[config.mk]
export PLATFORM = sky130hd
export DESIGN_NAME = t1dl_rx
export DESIGN_NICKNAME = d
export VERILOG_FILES = /design/src/rtl/t1dl_pkg.sv /design/src/rtl/t1dl_slot_sel.sv /design/src/rtl/t1dl_assembler.sv /design/src/rtl/t1dl_hold.sv /design/src/rtl/t1dl_rx.sv
export SDC_FILE = /design/constraint.sdc
export NUM_CORES = 1
export LEC_CHECK = 0
export BUFFER_PORTS_ARGS = -buffer_cell sky130_fd_sc_hd__buf_2
export CELL_PAD_IN_SITES_DETAIL_PLACEMENT = 0
export CELL_PAD_IN_SITES_GLOBAL_PLACEMENT = 2
export CORE_MARGIN = 5
export CORE_UTILIZATION = 34
export DETAILED_ROUTE_END_ITERATION = 16
export PLACE_DENSITY = 0.85
export SETUP_SLACK_MARGIN = 0.02
export SYNTH_ARGS = -nofsm -noshare
export SYNTH_HDL_FRONTEND = slang
export SYNTH_SLANG_ARGS = --single-unit
[constraint.sdc]
create_clock -name clk_i -period 0.8 [get_ports clk_i]
set_input_delay 0.08 -clock clk_i [delete_from_list [all_inputs] [get_ports clk_i]]
set_output_delay 0.08 -clock clk_i [all_outputs]
set_load 0.01 [all_outputs]
[src/rtl/t1dl_pkg.sv]
package t1dl_pkg;
  typedef enum logic {
    FMT_D4  = 1'b0,
    FMT_ESF = 1'b1
  } fmt_e;
endpackage

[src/rtl/t1dl_slot_sel.sv]
module t1dl_slot_sel #(
  parameter int IDX_W      = 5,
  parameter int CNT_W      = 3,
  parameter int BYTE_W     = 8,
  parameter int ESF_FRAMES = 24,
  parameter int D4_FRAMES  = 12
) (
  input  logic             stb_i,
  input  t1dl_pkg::fmt_e   fmt_i,
  input  logic [IDX_W-1:0] num_i,
  input  logic [CNT_W-1:0] cnt_i,
  output logic             take_o,
  output logic             commit_o,
  output logic [CNT_W-1:0] pos_o
);
  localparam logic [IDX_W-1:0] ESF_LAST = IDX_W'(ESF_FRAMES - 1);
  localparam logic [IDX_W-1:0] D4_LAST  = IDX_W'(D4_FRAMES);
  localparam logic [CNT_W-1:0] CNT_TOP  = CNT_W'(BYTE_W - 1);

  logic [IDX_W-2:0] half;

  always_comb begin
    half     = num_i[IDX_W-1:1] - 1'b1;
    take_o   = 1'b0;
    commit_o = 1'b0;
    pos_o    = cnt_i;
    if (fmt_i == t1dl_pkg::FMT_ESF) begin
      take_o   = stb_i && num_i[0] && (num_i <= ESF_LAST);
      commit_o = take_o && (cnt_i == CNT_TOP);
    end else begin
      take_o   = stb_i && !num_i[0] && (num_i != '0) && (num_i <= D4_LAST);
      pos_o    = half[CNT_W-1:0];
      commit_o = take_o && (num_i == D4_LAST);
    end
  end
endmodule

[src/rtl/t1dl_assembler.sv]
module t1dl_assembler #(
  parameter int BYTE_W  = 8,
  parameter int CNT_W   = 3,
  parameter int D4_BITS = 6
) (
  input  logic              clk_i,
  input  logic              rst_ni,
  input  t1dl_pkg::fmt_e    fmt_i,
  input  logic              take_i,
  input  logic              commit_i,
  input  logic [CNT_W-1:0]  pos_i,
  input  logic              bit_i,
  output logic [CNT_W-1:0]  cnt_o,
  output logic [BYTE_W-1:0] word_o
);
  localparam logic [BYTE_W-1:0] D4_MASK =
    {{(BYTE_W-D4_BITS){1'b0}}, {D4_BITS{1'b1}}};
  localparam logic [CNT_W-1:0] CNT_TOP = CNT_W'(BYTE_W - 1);

  logic [BYTE_W-1:0] asm_q, asm_d, base;
  logic [CNT_W-1:0]  cnt_q, cnt_d;
  t1dl_pkg::fmt_e    fmt_q;
  logic              restart;

  always_comb begin
    restart = (fmt_q != fmt_i);
    base    = restart ? '0 : asm_q;
    cnt_o   = restart ? '0 : cnt_q;
    word_o  = base;
    if (take_i) word_o[pos_i] = bit_i;
    if (fmt_i == t1dl_pkg::FMT_D4) word_o = word_o & D4_MASK;
    asm_d = base;
    cnt_d = cnt_o;
    if (take_i) begin
      asm_d = word_o;
      if (fmt_i == t1dl_pkg::FMT_ESF)
        cnt_d = (cnt_o == CNT_TOP) ? '0 : cnt_o + 1'b1;
    end
    if (commit_i) asm_d = '0;
  end

  always_ff @(posedge clk_i or negedge rst_ni) begin
    if (!rst_ni) begin
      asm_q <= '0;
      cnt_q <= '0;
      fmt_q <= t1dl_pkg::FMT_ESF;
    end else begin
      asm_q <= asm_d;
      cnt_q <= cnt_d;
      fmt_q <= fmt_i;
    end
  end
endmodule

[src/rtl/t1dl_hold.sv]
module t1dl_hold #(
  parameter int BYTE_W = 8
) (
  input  logic              clk_i,
  input  logic              rst_ni,
  input  logic              commit_i,
  input  logic [BYTE_W-1:0] word_i,
  input  logic              clr_i,
  input  logic              irq_en_i,
  output logic [BYTE_W-1:0] byte_o,
  output logic              full_o,
  output logic              irq_no
);
  logic [BYTE_W-1:0] byte_q, byte_d;
  logic              full_q, full_d;
  logic              byte_en;

  always_comb begin
    byte_en = commit_i;
    byte_d  = word_i;
    full_d  = full_q;
    if (commit_i)   full_d = 1'b1;
    else if (clr_i) full_d = 1'b0;
  end

  always_ff @(posedge clk_i or negedge rst_ni) begin
    if (!rst_ni) begin
      byte_q <= '0;
      full_q <= 1'b0;
    end else begin
      if (byte_en) byte_q <= byte_d;
      full_q <= full_d;
    end
  end

  assign byte_o = byte_q;
  assign full_o = full_q;
  assign irq_no = ~(full_q & irq_en_i);
endmodule

[src/rtl/t1dl_rx.sv]
module t1dl_rx #(
  parameter int BYTE_W     = 8,
  parameter int ESF_FRAMES = 24,
  parameter int D4_FRAMES  = 12,
  parameter int IDX_W      = 5
) (
  input  logic              clk_i,
  input  logic              rst_ni,
  input  logic              frm_stb_i,
  input  logic [IDX_W-1:0]  frm_num_i,
  input  logic              mode_esf_i,
  input  logic              fbit_i,
  input  logic              clr_full_i,
  input  logic              irq_en_i,
  output logic [BYTE_W-1:0] rx_byte_o,
  output logic              full_o,
  output logic              irq_no
);
  localparam int CNT_W   = $clog2(BYTE_W);
  localparam int D4_BITS = D4_FRAMES / 2;

  logic [1:0]        rst_sync_q;
  logic              rst_n_int;
  t1dl_pkg::fmt_e    fmt;
  logic              take, commit;
  logic [CNT_W-1:0]  pos, cnt;
  logic [BYTE_W-1:0] word;

  always_ff @(posedge clk_i or negedge rst_ni) begin
    if (!rst_ni) rst_sync_q <= 2'b00;
    else         rst_sync_q <= {rst_sync_q[0], 1'b1};
  end
  assign rst_n_int = rst_sync_q[1];
  assign fmt = mode_esf_i ? t1dl_pkg::FMT_ESF : t1dl_pkg::FMT_D4;

  t1dl_slot_sel #(
    .IDX_W(IDX_W), .CNT_W(CNT_W), .BYTE_W(BYTE_W),
    .ESF_FRAMES(ESF_FRAMES), .D4_FRAMES(D4_FRAMES)
  ) u_sel (
    .stb_i(frm_stb_i & rst_n_int), .fmt_i(fmt), .num_i(frm_num_i),
    .cnt_i(cnt), .take_o(take), .commit_o(commit), .pos_o(pos)
  );

  t1dl_assembler #(
    .BYTE_W(BYTE_W), .CNT_W(CNT_W), .D4_BITS(D4_BITS)
  ) u_asm (
    .clk_i(clk_i), .rst_ni(rst_n_int), .fmt_i(fmt), .take_i(take),
    .commit_i(commit), .pos_i(pos), .bit_i(fbit_i),
    .cnt_o(cnt), .word_o(word)
  );

  t1dl_hold #(.BYTE_W(BYTE_W)) u_hold (
    .clk_i(clk_i), .rst_ni(rst_n_int), .commit_i(commit), .word_i(word),
    .clr_i(clr_full_i), .irq_en_i(irq_en_i),
    .byte_o(rx_byte_o), .full_o(full_o), .irq_no(irq_no)
  );
endmodule

==> flow_metrics.env, run 1 <==
export IMPL_worstHoldStart="clr_full_i"
export IMPL_dpl_cell_area_um2=1740
export IMPL_wl_um=3590
export IMPL_synthDistinctLibCells=45
export IMPL_setup_ws_ns=-0.924
export IMPL_cts_root_buffer="clkbuf_8"
export IMPL_synth_fp_nets=150
export IMPL_share_comb_of_total_power_pct=21.0
export IMPL_leakage_nw=0.901
export IMPL_viasPerCell=5.32
export IMPL_clockBufferDepth=2
export IMPL_ys_seq_area_share_pct=43.3
export IMPL_ctsHtreeMaxLevel=1
export IMPL_hold_viol=0
export IMPL_fin_util_pct=52.4
export IMPL_setup_violations_final=30
export IMPL_critPathKind="reg2reg"
export IMPL_grt_max_degree=20
export IMPL_yosysTopAreaCell="dfrtp_1"
export IMPL_numCtsBuffers=3
export IMPL_path_max_fanout=7
export IMPL_hold_end="u_hold.full_o$_DFFE_PN0P_"
export IMPL_clk_pin_slew_ns=0.08
export IMPL_grt_pass1_wl_um=6090
export IMPL_die_area_um2=5270
export IMPL_core_area_um2=3720
export IMPL_synthArstFlopShare_pct=100
export IMPL_synth_edf_count=0
export IMPL_nNetsFinal=212
export IMPL_ioPinCount=22
export IMPL_grt_pass1_vias=1309
export IMPL_synth_compound_area_share_pct=25.5
export IMPL_synth_fa_ha_area_share_pct=3.76
export IMPL_clock_sinks=23
export IMPL_skew_ns=0.00205
export IMPL_outcome="complete, but fails checks"
export IMPL_hold_path_class="in2reg"
export IMPL_fillers=353
export IMPL_r2r_start="u_asm.fmt_q$_DFF_PN1_"
export IMPL_synth_mux_area_share_pct=1.69
export IMPL_initial_core_util_pct=35.9
export IMPL_track_usage_pct=14.5
export IMPL_critPathLaunchType="flip-flop"
export IMPL_initialDrtViolationCount=88
export IMPL_antenna_found_initial=0
export IMPL_fin_hold_ws_ns=0.0796
export IMPL_tritoncts="done"
export IMPL_pwr_share_seq_pct=49.7
export IMPL_rsz0062_at_grt="yes"
export IMPL_clock_power_share_pct=29.3
export IMPL_synthCells=134
export IMPL_rrSetupSlack_ns=-0.92
export IMPL_cap_violations=0
export IMPL_fmax_ghz=0.580
export IMPL_num_antenna_cells=0
export IMPL_synth_top_area_share_pct=41.3
export IMPL_powerDensity_nw_per_um2=1280
export IMPL_violations="setup timing"
export IMPL_fin_crit_sh_pct=215
export IMPL_areaGrowthSynthToFinish_pct=46.1
export IMPL_finalMaxSlewViolations=0
export IMPL_yosysWarnings=0
export IMPL_ir_worst_vdd_v=0.000900
export IMPL_die_w_um=72.6
export IMPL_sw_frac_of_total_pct=27.1
export IMPL_ys_flop_type="dfrtp_1"
export IMPL_design_area_um2=1950
export IMPL_rows=22
export IMPL_min_path_cells=3
export IMPL_firstDrtPassIters=4
export IMPL_dieHeight_um=72.6
export IMPL_worstPathRequired_ns=0.94
export IMPL_vias=1292
export IMPL_syn_area_um2=1330
export IMPL_synth_top_family_by_area="compound AO/OA/AOI/OAI gates"
export IMPL_r2r_end="u_hold.byte_o[1]$_DFFE_PN0P_"
export IMPL_detail_route_antenna_nets=0
export IMPL_gp_congestion=0.794
export IMPL_worst_ep_arrival_time_ns=1.87
export IMPL_drc=0
export IMPL_finalCriticalPeriod_ns=1.72
export IMPL_rr_worst_depth=7
export IMPL_netlist_top_cells_area="dfrtp_1 41%, o211ai_1 3.9%, ha_1 3.8%"
export IMPL_p_switching_mw=0.674
export IMPL_syn_mean_instance_area_um2=9.94
export IMPL_p_total_mw=2.49
export IMPL_hpwlAfterDp_um=2490
export IMPL_synth_seq_cells=23
export IMPL_synthSimpleGateAreaFrac_pct=19.8
export IMPL_drive_gt1_share_pct=45.1
export IMPL_routedWlPerCell_um=14.8
export IMPL_internal_power_mw=1.81
export IMPL_gr_total_overflow=0
export IMPL_synth_xor_area_share_pct=1.31
export IMPL_io_buffers=21
export IMPL_end_kind="flip-flop"
export IMPL_insertion_delay_ns=0.26
## metal layers
| layer | GRT usage (%) | vias to the layer above | wire [µm] |
|---|---|---|---|
| met5 | 0 | - | 0 |
| li1 | - | 633 | - |
| met4 | 3.07 | 0 | 34 |
| met3 | 3.58 | 4 | 218 |
| met1 | 19.0 | 623 | 1560 |
| met2 | 24.0 | 32 | 1770 |
## state kept, by name, indices dropped and copies added, names as in the netlist
name and count:
rst_sync_q 2, u_hold.byte_o 8, u_hold.full_o 1, u_asm.cnt_q 3, u_asm.fmt_q 1, u_asm.asm_q 8
## layout make-up
cell class | count | area [µm²] | area share (%)
multi-input cells | 103 | 815 | 41.8
flip-flops and latches | 23 | 581 | 29.8
repair buffers | 61 | 432 | 22.2
well taps | 48 | 60.1 | 3.08
clock buffers | 4 | 45.0 | 2.31
inverters | 4 | 15.0 | 0.771
## cells in the mapped netlist, types with 3 or more instances
| cell type | number |
|---|---|
| a21oi_1 | 9 |
| a31oi_1 | 7 |
| and2_1 | 5 |
| buf_2 | 4 |
| dfrtp_1 | 22 |
| ha_1 | 4 |
| inv_1 | 4 |
| nand2_1 | 12 |
| nand4_1 | 5 |
| nor2_1 | 10 |
| o211ai_1 | 7 |
| o21ai_0 | 3 |
## power by group through the flow
stage	combinational (mW)	sequential (mW)	clock [mW]
floorplan	0.223	1.29	0
global placement	0.451	1.26	0
detailed placement	0.456	1.26	0
CTS	0.516	1.24	0.734
global route	0.576	1.24	0.786
finish	0.524	1.24	0.729
## kinds of logic after synthesis
kind of cell | after synthesis
flip-flops | 23
other | 1
adder cells (fa/ha/maj) | 4
buffers and inverters | 11
multiplexers | 2
AO/OA/AOI/OAI | 44
AND/OR/NAND/NOR | 47
XOR/XNOR | 2
## placed cells by master (no fill, tap or decap), types with 3 or more instances in the layout
cell type,netlist,routed
a31oi_1,7,7
and2_1,5,3
a21oi_1,9,9
clkbuf_8,0,3
nor2_1,10,7
inv_1,4,4
buf_2,4,21
nand2_1,12,12
dfrtp_1,22,21
buf_6,1,3
o211ai_1,7,7
nor2_2,0,3
nand4_1,5,5
buf_4,1,35
## worst max-delay path by stage
stage / startpoint / to / slack [ns] / depth (start not counted)
2_1_floorplan: u_asm.fmt_q$_DFF_PN1_ / u_hold.full_o$_DFFE_PN0P_ / -1.17 / 9
3_3_place_gp: u_asm.fmt_q$_DFF_PN1_ / u_hold.byte_o[0]$_DFFE_PN0P_ / -1.04 / 7
5_1_grt: u_asm.fmt_q$_DFF_PN1_ / u_hold.byte_o[1]$_DFFE_PN0P_ / -0.99 / 7
4_1_cts: u_asm.fmt_q$_DFF_PN1_ / u_hold.byte_o[5]$_DFFE_PN0P_ / -0.95 / 7
3_5_place_dp: u_asm.fmt_q$_DFF_PN1_ / u_hold.byte_o[1]$_DFFE_PN0P_ / -1.15 / 7
6_report: u_asm.fmt_q$_DFF_PN1_ / u_hold.byte_o[1]$_DFFE_PN0P_ / -0.92 / 7
## repair_timing
| action | CTS | global route |
|---|---|---|
| endpoints found under the setup margin | 30 | 30 |
| buffers inserted | 8 | 4 |
| pin swaps | 10 | 6 |
| hold buffers | 1 | 0 |
| gates resized for setup | 10 | 1 |
| hold endpoints to repair | 2 | 0 |
| gates cloned | 2 | 1 |
## stage by stage
step                      setup WS [ns]  instances  setup TNS (ns)
after floorplan                   -1.17        134          -21.59
after global placement            -1.04        224          -18.87
after detailed placement          -1.15        224          -20.37
after CTS                        -0.951        239          -18.25
after global routing             -0.990        243          -19.58
final                            -0.924        243          -17.83
## worst max-delay path, stage by stage (launching register included)
cell	delay, ns
dfstp_2	0.56
xnor2_2	0.09
and2_4	0.16
ha_4	0.15
ha_4	0.17
a32o_4	0.31
nor2_2	0.11
a31oi_1	0.05
No activity file was read; power rests on OpenSTA's default activity.
==> run 2, diff against run 1 <==
--- a/config.mk
+++ b/config.mk
@@ -11,7 +11,7 @@
 export CORE_MARGIN = 5
 export CORE_UTILIZATION = 34
 export DETAILED_ROUTE_END_ITERATION = 16
-export PLACE_DENSITY = 0.85
+export PLACE_DENSITY = 0.81
 export SETUP_SLACK_MARGIN = 0.02
 export SYNTH_ARGS = -nofsm -noshare
 export SYNTH_HDL_FRONTEND = slang
==> run 2 against run 1 <==
  * The run still ends with setup timing left
  * Hold slack gained 0.0025 ns
  * Critical path type unchanged
  * Sequential share of layout area shrank 1.6 points
  * Wire length grew 9.6%
  * Via count grew 5.0%
  * Combinational power grew 9.2%
  * Global-route usage grew 0.83 points
==> flow_metrics.env, run 2 (synthesis results as in run 1) <==
export IMPL_outcome="complete, but fails checks"
export IMPL_violations="setup timing"
export IMPL_finalCriticalPeriod_ns=1.75
export IMPL_initialDrtViolationCount=44
export IMPL_initial_core_util_pct=35.9
export IMPL_clockBufferDepth=2
export IMPL_clk_pin_slew_ns=0.08
export IMPL_powerDensity_nw_per_um2=1230
export IMPL_ctsHtreeMaxLevel=1
export IMPL_critPathKind="reg2reg"
export IMPL_insertion_delay_ns=0.26
export IMPL_grt_pass1_vias=1315
export IMPL_rows=22
export IMPL_detail_route_antenna_nets=0
export IMPL_critPathLaunchType="flip-flop"
export IMPL_hpwlAfterDp_um=2570
export IMPL_fmax_ghz=0.573
export IMPL_clock_sinks=23
export IMPL_gr_total_overflow=0
export IMPL_vias=1356
export IMPL_leakage_nw=0.955
export IMPL_worst_ep_arrival_time_ns=1.88
export IMPL_min_path_cells=3
export IMPL_fillers=339
export IMPL_gp_congestion=0.805
export IMPL_drive_gt1_share_pct=52.7
export IMPL_finalMaxSlewViolations=0
export IMPL_final_common_cell="buf_4"
export IMPL_fin_hold_ws_ns=0.0821
export IMPL_drc=0
export IMPL_skew_ns=0.00398
export IMPL_io_buffers=21
export IMPL_worstPathRequired_ns=0.94
export IMPL_core_area_um2=3720
export IMPL_ir_worst_vdd_v=0.00102
export IMPL_setup_violations_final=30
export IMPL_nNetsFinal=220
export IMPL_layout_common_cells="44 x buf_4, 21 x buf_2, 21 x dfrtp_1, 12 x nand2_1"
export IMPL_fin_crit_sh_pct=218
export IMPL_areaGrowthSynthToFinish_pct=54.5
export IMPL_hold_path_class="in2reg"
export IMPL_wl_um=3930
export IMPL_grt_max_degree=21
export IMPL_die_area_um2=5270
export IMPL_num_antenna_cells=0
export IMPL_antenna_found_initial=0
export IMPL_hold_viol=0
export IMPL_firstDrtPassIters=4
export IMPL_grt_pass1_wl_um=6300
export IMPL_setup_tns_ns=-17.89
export IMPL_die_w_um=72.6
export IMPL_setup_ws_ns=-0.947
export IMPL_dieHeight_um=72.6
export IMPL_path_max_fanout=7
export IMPL_rsz0062_at_grt="yes"
export IMPL_ioPinCount=22
export IMPL_rr_worst_depth=7
export IMPL_numCtsBuffers=3
export IMPL_end_kind="flip-flop"
export IMPL_track_usage_pct=15.3
export IMPL_cts_root_buffer="clkbuf_8"
export IMPL_cap_violations=0
export IMPL_viasPerCell=5.40
export IMPL_routedWlPerCell_um=15.7
export IMPL_tritoncts="done"
export IMPL_rrSetupSlack_ns=-0.95
## run 2: cell count changes in the layout (fill, tap and decap cells not counted), sizes merged
cell | previous run | this run
buf | 60 | 68
## run 2: stage by stage
step	area, µm²	total power [mW]	cells	utilization [%]	setup slack, ns
2_1_floorplan	1410	1.51	134	-	-1.17
3_3_place_gp	1750	1.72	227	47.0	-1.06
3_5_place_dp	1750	1.74	227	47.0	-1.12
4_1_cts	1930	2.53	243	52.0	-0.941
5_1_grt	2060	2.67	251	55.4	-1.01
6_report	2060	2.53	251	55.4	-0.947
## run 2: repair_timing
item	CTS	global route
gates resized for setup	8	16
endpoints found under the setup margin	30	30
hold endpoints to repair	2	0
pin swaps	7	9
buffers inserted	9	7
gates cloned	2	1
hold buffers	1	0
## run 2: worst paths after layout
kind | startpoint | endpoint
setup / recovery | u_asm.fmt_q$_DFF_PN1_ | u_hold.byte_o[7]$_DFFE_PN0P_
min in group asynchronous | rst_ni | rst_sync_q[1]$_DFF_PN0_
setup reg to reg | u_asm.fmt_q$_DFF_PN1_ | u_hold.byte_o[7]$_DFFE_PN0P_
max in group asynchronous | rst_sync_q[1]$_DFF_PN0_ | u_asm.fmt_q$_DFF_PN1_
hold reg to reg | rst_sync_q[1]$_DFF_PN0_ | u_asm.cnt_q[0]$_DFF_PN0_
hold / removal | clr_full_i | u_hold.full_o$_DFFE_PN0P_
## run 2: critical path: stages, from the launching register on
cell      delay (ns)
dfstp_2         0.57
xnor2_2         0.10
and2_4          0.16
ha_4            0.15
ha_4            0.17
a32o_4          0.32
nand3_2         0.07
o211ai_1        0.08
## run 2: layout make-up
type / count / area [µm²] / share of cell area, %
Timing Repair Buffer: 69 / 479 / 23.3
Sequential cell: 23 / 581 / 28.2
Inverter: 4 / 15.0 / 0.729
Multi-Input combinational cell: 103 / 878 / 42.7
Tap cell: 48 / 60.1 / 2.92
Clock buffer: 4 / 45.0 / 2.19
## run 2: power by group
part | total [mW] | leakage (nW) | switching [mW] | internal, mW
sequential | 1.24 | 0.305 | 0.0266 | 1.21
clock | 0.722 | 0.0228 | 0.366 | 0.355
combinational | 0.572 | 0.627 | 0.295 | 0.277
## run 2: per-layer routing
metal | vias up | routed length (µm) | GRT usage [%]
met3 | 11 | 141 | 3.86
met4 | 0 | 76 | 4.71
met5 | - | 0 | 0
met2 | 23 | 1990 | 25.7
li1 | 650 | - | -
met1 | 672 | 1720 | 19.3
==> run 3, diff against run 2 <==
--- a/config.mk
+++ b/config.mk
@@ -9,9 +9,9 @@
 export CELL_PAD_IN_SITES_DETAIL_PLACEMENT = 0
 export CELL_PAD_IN_SITES_GLOBAL_PLACEMENT = 2
 export CORE_MARGIN = 5
-export CORE_UTILIZATION = 34
+export CORE_UTILIZATION = 37
 export DETAILED_ROUTE_END_ITERATION = 16
-export PLACE_DENSITY = 0.81
+export PLACE_DENSITY = 0.87
 export SETUP_SLACK_MARGIN = 0.02
 export SYNTH_ARGS = -nofsm -noshare
 export SYNTH_HDL_FRONTEND = slang
==> constraint.sdc (replaced) <==
create_clock -name clk_i -period 2.2 [get_ports clk_i]
set_input_delay 0.22 -clock clk_i [delete_from_list [all_inputs] [get_ports clk_i]]
set_output_delay 0.22 -clock clk_i [all_outputs]
set_load 0.01 [all_outputs]
==> run 3 against run 2 <==
  * The flow now finishes without violations
  * Worst setup slack improved by 1.2 ns
  * Global-route usage fell by 2.6 points
  * Wire length fell by 27%
  * Critical endpoint is now u_hold.byte_o[6]$_DFFE_PN0P_
  * Clock power fell by 73%
==> flow_metrics.env, run 3 (synthesis results as in run 1) <==
export IMPL_outcome="completed"
export IMPL_numCtsBuffers=3
export IMPL_rsz0062_at_grt="no"
export IMPL_detail_route_antenna_nets=0
export IMPL_layout_common_cells="22 x dfrtp_1, 21 x buf_2, 12 x nand2_1, 10 x nor2_1, 9 x a21oi_1"
export IMPL_worst_ep_arrival_time_ns=2.13
export IMPL_nNetsFinal=176
export IMPL_wl_um=2870
export IMPL_leakage_nw=0.702
export IMPL_fillers=344
export IMPL_gp_congestion=0.766
export IMPL_antenna_found_initial=0
export IMPL_io_buffers=21
export IMPL_fin_crit_sh_pct=88.4
export IMPL_placedCellCount=200
export IMPL_cts_root_buffer="clkbuf_4"
export IMPL_drc=0
export IMPL_ir_worst_vdd_v=0.000241
export IMPL_initialDrtViolationCount=47
export IMPL_initial_core_util_pct=39.0
export IMPL_areaGrowthSynthToFinish_pct=16.1
export IMPL_die_area_um2=4900
export IMPL_viasPerCell=5.33
export IMPL_worstPathRequired_ns=2.38
export IMPL_firstDrtPassIters=4
export IMPL_core_area_um2=3420
export IMPL_grt_max_degree=26
export IMPL_share_comb_of_total_power_pct=17.5
export IMPL_fmax_ghz=0.514
export IMPL_final_common_cell="dfrtp_1"
export IMPL_skew_ns=0.0171
export IMPL_fin_util_pct=45.3
export IMPL_p_switching_mw=0.222
export IMPL_insertion_delay_ns=0.32
export IMPL_finalMaxSlewViolations=0
export IMPL_powerDensity_nw_per_um2=506
export IMPL_crit_path_cell_trace="xnor2_1 -> and2_1 -> ha_1 -> ha_1 -> a32o_4 -> nor2_1 -> a31oi_1"
export IMPL_setup_violations_final=0
export IMPL_internal_power_mw=0.560
export IMPL_vias=1093
export IMPL_hold_viol=0
export IMPL_critPathKind="reg2reg"
export IMPL_drive_gt1_share_pct=26.4
export IMPL_rows=21
export IMPL_worst_path_largest_cell_delay_ns=0.56
export IMPL_critPathLaunchType="flip-flop"
export IMPL_grt_pass1_wl_um=5120
export IMPL_multi_input_area_um2=709
export IMPL_track_usage_pct=12.7
export IMPL_die_w_um=70.0
export IMPL_num_antenna_cells=0
export IMPL_grt_pass1_vias=1075
export IMPL_hold_path_class="in2reg"
export IMPL_clockBufferDepth=2
export IMPL_gr_total_overflow=0
export IMPL_tritoncts="done"
export IMPL_cap_violations=0
export IMPL_path_max_fanout=25
export IMPL_ioPinCount=22
export IMPL_end_kind="flip-flop"
export IMPL_dieHeight_um=70.0
export IMPL_setup_tns_ns=0
export IMPL_clock_power_share_pct=25.2
export IMPL_crit_top_cell="ha_1"
export IMPL_hpwlAfterDp_um=2160
export IMPL_clk_pin_slew_ns=0.14
export IMPL_stdcell_count=205
export IMPL_final_seq_area_um2=577
export IMPL_p_total_mw=0.782
export IMPL_finalCriticalPeriod_ns=1.94
export IMPL_routedWlPerCell_um=14.0
export IMPL_cpMaxStageDelayCell="dfstp_2"
export IMPL_ctsHtreeMaxLevel=1
export IMPL_pwr_share_seq_pct=57.3
export IMPL_clock_sinks=23
export IMPL_sw_frac_of_total_pct=28.4
export IMPL_post_cts_buffers=0
==> run 3: per-stage QoR <==
step / cell area (µm²) / worst slack, ns / hold WS, ns
after floorplan: 1340 / 0.0368 / -0.0756
after global placement: 1500 / 0.0106 / 0.00610
after detailed placement: 1500 / -0.0816 / 0.00955
after CTS: 1540 / 0.146 / 0.152
after global routing: 1550 / 0.125 / 0.175
final: 1550 / 0.255 / 0.157
==> run 3: routing by layer <==
| metal | vias up | track usage [%] | part of all wire [%] |
|---|---|---|---|
| met4 | 0 | 3.40 | 0.66 |
| li1 | 551 | - | - |
| met2 | 19 | 20.8 | 47 |
| met5 | - | 0 | 0 |
| met1 | 521 | 16.5 | 47 |
| met3 | 2 | 3.44 | 4.9 |
==> run 3: worst max-delay path, delay by kind of cell (launching register included) <==
kind | cells | cell delay (ns)
flops | 1 | 0.56
simple gates | 2 | 0.32
compound gates | 2 | 0.43
xor+xnor | 1 | 0.10
fa+ha+maj | 2 | 0.41
==> run 3: path summary, 6_finish.rpt <==
| check | slack, ns | startpoint | end | cells past startpoint |
|---|---|---|---|---|
| setup / recovery | 0.26 | u_asm.fmt_q$_DFF_PN1_ | u_hold.byte_o[6]$_DFFE_PN0P_ | 7 |
| hold / removal | 0.16 | clr_full_i | u_hold.full_o$_DFFE_PN0P_ | 3 |
| setup reg to reg | 0.26 | u_asm.fmt_q$_DFF_PN1_ | u_hold.byte_o[6]$_DFFE_PN0P_ | 7 |
| hold reg to reg | 0.32 | rst_sync_q[1]$_DFF_PN0_ | u_asm.asm_q[0]$_DFF_PN0_ | 1 |
| max in group asynchronous | 1.59 | rst_sync_q[1]$_DFF_PN0_ | u_asm.fmt_q$_DFF_PN1_ | 1 |
| min in group asynchronous | 0.21 | rst_ni | rst_sync_q[0]$_DFF_PN0_ | 2 |
==> run 3: cell type report <==
type / count / share of cell area (%)
clock buffers: 3 / 1.46
clock inverters: 1 / 0.324
inverters: 4 / 0.971
multi-input cells: 100 / 45.9
flip-flops and latches: 23 / 37.3
well taps: 46 / 3.72
repair buffers: 28 / 10.4
==> run 3: repair_timing <==
| item | CTS | global route |
|---|---|---|
| setup endpoints to repair | 15 | 8 |
| hold endpoints to repair | 2 | 0 |
| hold buffers | 1 | 0 |
| resized for setup | 1 | 1 |
==> run 3: power by group through the flow <==
stage	clock network (mW)	logic (mW)	registers (mW)
after detailed placement	0	0.137	0.457
after CTS	0.208	0.139	0.449
after floorplan	0	0.0737	0.467
after global routing	0.225	0.155	0.451
final	0.197	0.137	0.448
after global placement	0	0.134	0.456
